### config.mk
export PLATFORM = sky130hd
export DESIGN_NAME = shared_bus_arbiter
export DESIGN_NICKNAME = d
export VERILOG_FILES = /design/src/rtl/arb_pkg.sv /design/src/rtl/arb_pick.sv /design/src/rtl/arb_release.sv /design/src/rtl/shared_bus_arbiter.sv
export SDC_FILE = /design/constraint.sdc
export NUM_CORES = 1
export LEC_CHECK = 0
export ABC_AREA = 1
export BUFFER_PORTS_ARGS = -buffer_cell sky130_fd_sc_hd__clkbuf_2
export CORE_MARGIN = 5
export CORE_UTILIZATION = 26
export CTS_BUF_LIST = sky130_fd_sc_hd__clkbuf_4 sky130_fd_sc_hd__clkbuf_8 sky130_fd_sc_hd__clkbuf_16
export CTS_CLUSTER_SIZE = 20
export DETAILED_ROUTE_END_ITERATION = 6
export PLACE_DENSITY = 0.6
export SLEW_MARGIN = 5
export SYNTH_ARGS = -nofsm -noshare
export SYNTH_HDL_FRONTEND = slang
export SYNTH_HIERARCHICAL = 1
export SYNTH_SLANG_ARGS = --single-unit
### constraint.sdc
create_clock -name clk -period 1.41 [get_ports clk]
set_input_delay 0.141 -clock clk [delete_from_list [all_inputs] [get_ports clk]]
set_output_delay 0.141 -clock clk [all_outputs]
set_load 0.02 [all_outputs]
### src/rtl/arb_pkg.sv
package arb_pkg;
  localparam int NM     = 5;
  localparam int NREQ   = NM - 1;
  localparam int MODE_W = 2;

  localparam int M_CPU = 0;
  localparam int M_XFR = 1;
  localparam int M_DMA = 2;
  localparam int M_XDM = 3;
  localparam int M_EXT = 4;

  localparam logic [MODE_W-1:0] XM_SINGLE = 2'd0;
  localparam logic [MODE_W-1:0] XM_BLOCK  = 2'd1;

  // release strobe that matches a DMA engine's transfer mode
  function automatic logic mode_point(input logic [MODE_W-1:0] m,
                                      input logic u, input logic b, input logic s);
    logic r;
    if (m == XM_SINGLE)     r = u;
    else if (m == XM_BLOCK) r = b;
    else                    r = s;
    return r;
  endfunction
endpackage

### src/rtl/arb_pick.sv
module arb_pick
  import arb_pkg::*;
(
  input  logic [NM-1:0] cand,
  output logic [NM-1:0] win
);
  // fixed priority: highest index wins, bit0 (core) is always a candidate
  for (genvar i = 0; i < NM; i++) begin : g_win
    if (i == NM - 1) begin : g_top
      assign win[i] = cand[i];
    end else begin : g_low
      assign win[i] = cand[i] & ~(|cand[NM-1:i+1]);
    end
  end
endmodule

### src/rtl/arb_release.sv
module arb_release
  import arb_pkg::*;
(
  input  logic [NM-1:0]     owner,
  input  logic [NM-1:0]     req_all,
  input  logic [MODE_W-1:0] dma_mode,
  input  logic [MODE_W-1:0] xdm_mode,
  input  logic              cyc_end,
  input  logic              unit_end,
  input  logic              block_end,
  input  logic              burst_end,
  input  logic              lock,
  input  logic              sleep,
  input  logic              yield_en,
  input  logic              ext_access,
  output logic              release_now
);
  logic [NM-1:0] rel_v;
  logic others;
  logic slot;

  assign others = |req_all[NM-1:1];
  assign slot   = cyc_end & ~lock;

  for (genvar i = 0; i < NM; i++) begin : g_rel
    if (i == M_CPU) begin : g_cpu
      assign rel_v[i] = ~lock & others & (cyc_end | sleep);
    end else if (i == M_XFR) begin : g_xfr
      assign rel_v[i] = slot & (unit_end | ~req_all[i]);
    end else if (i == M_DMA) begin : g_dma
      assign rel_v[i] = slot & (mode_point(dma_mode, unit_end, block_end, burst_end)
                                | ~req_all[i] | req_all[M_XDM] | req_all[M_EXT]);
    end else if (i == M_XDM) begin : g_xdm
      assign rel_v[i] = slot & (mode_point(xdm_mode, unit_end, block_end, burst_end)
                                | ~req_all[i] | (yield_en & ext_access));
    end else begin : g_ext
      assign rel_v[i] = slot & ~req_all[i];
    end
  end

  assign release_now = |(rel_v & owner);

  // a locked owner never gets a release decision
  always_comb begin
    if (lock) assert_no_release_locked_R4: assert (!release_now);
  end
endmodule

### src/rtl/shared_bus_arbiter.sv
module shared_bus_arbiter
  import arb_pkg::*;
(
  input  logic              clk,
  input  logic              rst_n,
  input  logic [NREQ-1:0]   req_i,
  input  logic [MODE_W-1:0] dma_mode_i,
  input  logic [MODE_W-1:0] xdm_mode_i,
  input  logic              cyc_end_i,
  input  logic              unit_end_i,
  input  logic              block_end_i,
  input  logic              burst_end_i,
  input  logic              lock_i,
  input  logic              cpu_sleep_i,
  input  logic              xdm_yield_en_i,
  input  logic              int_ext_req_i,
  output logic [NM-1:0]     gnt_o
);
  localparam logic [NM-1:0] CPU_ONLY = NM'(1) << M_CPU;

  logic [NM-1:0] gnt_q;
  logic [NM-1:0] req_all;
  logic [NM-1:0] cand;
  logic [NM-1:0] win;
  logic          rel;

  assign req_all = {req_i, 1'b1};

  always_comb begin
    cand        = req_all;
    cand[M_XDM] = req_all[M_XDM] & ~(xdm_yield_en_i & int_ext_req_i);
  end

  arb_pick u_pick (
    .cand (cand),
    .win  (win)
  );

  arb_release u_rel (
    .owner       (gnt_q),
    .req_all     (req_all),
    .dma_mode    (dma_mode_i),
    .xdm_mode    (xdm_mode_i),
    .cyc_end     (cyc_end_i),
    .unit_end    (unit_end_i),
    .block_end   (block_end_i),
    .burst_end   (burst_end_i),
    .lock        (lock_i),
    .sleep       (cpu_sleep_i),
    .yield_en    (xdm_yield_en_i),
    .ext_access  (int_ext_req_i),
    .release_now (rel)
  );

  always_ff @(posedge clk or negedge rst_n) begin
    if (!rst_n)             gnt_q <= CPU_ONLY;
    else if (gnt_q == '0)   gnt_q <= win;
    else if (rel)           gnt_q <= '0;
  end

  assign gnt_o = gnt_q;

  assert_onehot_grant_R3: assert property (@(posedge clk) disable iff (!rst_n)
    $onehot0(gnt_q));

  assert_lock_holds_R4: assert property (@(posedge clk) disable iff (!rst_n)
    (lock_i && gnt_q != '0) |=> $stable(gnt_q));

  assert_single_idle_R2: assert property (@(posedge clk) disable iff (!rst_n)
    (gnt_q == '0) |=> (gnt_q != '0));

  assert_xfr_unit_R6: assert property (@(posedge clk) disable iff (!rst_n)
    (gnt_q[M_XFR] && !unit_end_i && req_i[M_XFR-1]) |=> $stable(gnt_q));

  assert_dma_preempt_R8: assert property (@(posedge clk) disable iff (!rst_n)
    (gnt_q[M_DMA] && cyc_end_i && !lock_i && (req_i[M_XDM-1] || req_i[M_EXT-1]))
      |=> (gnt_q == '0));

  assert_yield_skip_R10: assert property (@(posedge clk) disable iff (!rst_n)
    (gnt_q == '0 && xdm_yield_en_i && int_ext_req_i) |=> !gnt_q[M_XDM]);
endmodule

==> impl_metrics.ini <==
[outcome]
status = complete, no violations

[placement]
hpwl_mm = 1.01
routabilityCongestion = 0.806
numPortBuffers = 22
dp_cells = 116

[critical_path]
cp_slowest_cell = dfstp_2
worstPathCellList = nand2_1 > nor2_1 > nand2_1 > nand2_1 > inv_1 > nand4_1 > inv_1 > nand2_1 > nand2_1
worstRegToRegCells = 9
path_class = flop to flop
cpPeakStageDelay_ns = 0.56
r2r-start = gnt_o[0]$_DFFE_PN1P_
cp-start-kind = flop
cp_common_cell = nand2_1
endpoint_kind = flop
reg2reg_slack_ns = 0.18
path_max_fanout = 5
rr_endpoint = gnt_o[4]$_DFFE_PN0P_
required_ns = 1.54
arrival_ns = 1.35

[clock_network]
insertion_delay_ns = 0.24
cts_buffer_depth = 2
numCtsBuffers = 3
cts_root_buf = clkbuf_4
htreeDepth = 1
cts_tree = built
cts_sinks = 5
clkTransAtPathRegs_ns = 0.04

[cells_and_area]
largest_register_ffs = 5
final_cells = 121
nNetsFinal = 123
antenna_cells = 0
syn_to_final_growth_pct = 36.2
multi_input_area_sq_um = 259
fillerInstances = 197
drive_gt1_share_pct = 30.8
seq_area_sq_um = 126

[pwr]
power.density_mw_per_mm2 = 1280
irDropWorstVdd_v = 0.000745
finalPower_mw = 0.790
p_leak_nw = 0.380

[logic_synthesis]
synthCells = 78
synth_flop_cell = dfrtp_1
ys_ff_latch = 5
async_flop_share_pct = 100
yosys.area_share.simple_pct = 54.7
synth_top_cell_by_area = nand2_1
synth_edf_count = 0
ys_seq_area_share_pct = 27.9
synth_compound_area_share_pct = 1.66
synth_xor_area_share_pct = 0
syn_avg_cell_area_sq_um = 5.81
netlist_top_cells_area = nand2_1 23%, dfrtp_1 22%, inv_1 12%
synth_area_sq_um = 453
synth_mux_area_share_pct = 0
yosysMostFrequentCell = nand2_1
synthAdderAreaFrac_pct = 0
synth.distinct_cells = 16
synth_top_family_by_area = simple AND/OR/NAND/NOR gates
synth_nets = 96
yosys_warnings = 6
synth.top_cell.area_share_pct = 23.2
ys_top_cells_by_count = 28 x nand2_1, 15 x inv_1, 9 x nor2_1, 6 x nand4_1, 5 x nand3_1

[floorplanning]
start_util_pct = 26.8
num_rows = 15
ios = 23
core_area_sq_mm = 0.00169
die_h_microns = 51.7
die_w_microns = 51.7
dieArea_sq_mm = 0.00268

[timing]
fmax_mhz = 815
fin_crit_sh_pct = 87.1
drv_slew = 0
finalSetupTns_ns = 0
setup_viol = 0
whs_ns = 0.208
period_needed_ns = 1.23
hold_violations = 0
finClkSkew_ns = 0.00416
rsz0062_at_grt = no

[detailed_routing]
wl_met1_microns = 513
wire_per_inst_microns = 9.67
wl_met2_microns = 558
post-route-drc-count = 0
vias = 532
wl_mm = 1.17
top_layer = met3
vias_per_cell = 4.40
ant_nets = 0
drt-initial-drc-count = 9
met3_length_microns = 97
dr.pass1.iters = 4

[global_routing]
overflow = 0
grt_max_degree = 6
grtUsageTotal_pct = 10.1
antenna_found_initial = 0
grt_pass1_vias = 494
grt_pass1_wl_mm = 2.04

[hold_path]
hold_end = gnt_o[4]$_DFFE_PN0P_
hp-class = primary input to flop
hold_start = req_i[3]
whs_path_depth = 3

[job]
maxCapViolCount = 0
-- worst max-delay path: cells and delay by family (launching register included) --
kind                   cells  cell delay [ns]
DFF                        1             0.56
buffers and inverters      2             0.11
and+or+nand+nor            7             0.43
-- per-layer routing --
layer	GRT usage (%)	vias to the layer above
met5	0	-
met4	1.31	0
met1	11.3	226
met2	17.4	17
met3	5.16	0
li1	-	289
-- cell usage in the layout, fill, tap and decap left out --
| cell type | instances |
|---|---|
| conb_1 | 1 |
| nand4_1 | 6 |
| nand3_1 | 5 |
| nor3_1 | 1 |
| nand3b_1 | 1 |
| dfstp_2 | 1 |
| dlygate4sd3_1 | 1 |
| nor2_2 | 2 |
| dfrtp_1 | 4 |
| clkbuf_4 | 4 |
| inv_1 | 15 |
| nand3_2 | 1 |
| a21boi_0 | 1 |
| nor2_1 | 9 |
| clkbuf_2 | 22 |
| inv_2 | 1 |
| nand2_1 | 28 |
| nor2_4 | 1 |
-- repair_timing --
| item | 4_1_cts | 5_1_grt |
|---|---|---|
| endpoints found under the hold margin | 5 | 0 |
| resized for setup | 0 | 0 |
| hold buffers | 1 | 0 |
| buffers inserted | 0 | 0 |
-- how the worst max path moves through the flow --
stage                    startpoint              endpoint
3_3_place_gp   gnt_o[0]$_DFFE_PN1P_  gnt_o[4]$_DFFE_PN0P_
3_5_place_dp   gnt_o[0]$_DFFE_PN1P_  gnt_o[4]$_DFFE_PN0P_
5_1_grt        gnt_o[0]$_DFFE_PN1P_  gnt_o[1]$_DFFE_PN0P_
2_1_floorplan  gnt_o[0]$_DFFE_PN1P_  gnt_o[1]$_DFFE_PN0P_
6_report       gnt_o[0]$_DFFE_PN1P_  gnt_o[4]$_DFFE_PN0P_
4_1_cts        gnt_o[0]$_DFFE_PN1P_  gnt_o[4]$_DFFE_PN0P_
-- report_power, final --
| part | total (mW) | internal, mW | switching, mW |
|---|---|---|---|
| clock network | 0.185 | 0.126 | 0.0586 |
| logic | 0.341 | 0.119 | 0.222 |
| registers | 0.264 | 0.200 | 0.0635 |
-- cell type report --
type	count	share of cell area, %
Tap cell	17	3.45
Clock buffer	4	4.87
Sequential cell	5	20.5
Inverter	16	9.74
Timing Repair Buffer	23	19.5
Multi-Input combinational cell	56	42.0
-- stage by stage --
stage	setup slack, ns	cell area [sq um]	util, %
5_1_grt	0.0779	617	36.5
6_report	0.182	617	36.5
3_3_place_gp	0.205	577	34.1
4_1_cts	0.168	617	36.5
2_1_floorplan	0.191	453	-
3_5_place_dp	0.179	577	34.1
-- cells by family after synthesis --
kind of cell	Yosys count
simple gates	54
buf+inv	17
flops	5
compound gates	1
other cells	1
(Power assumes the default switching activity.)
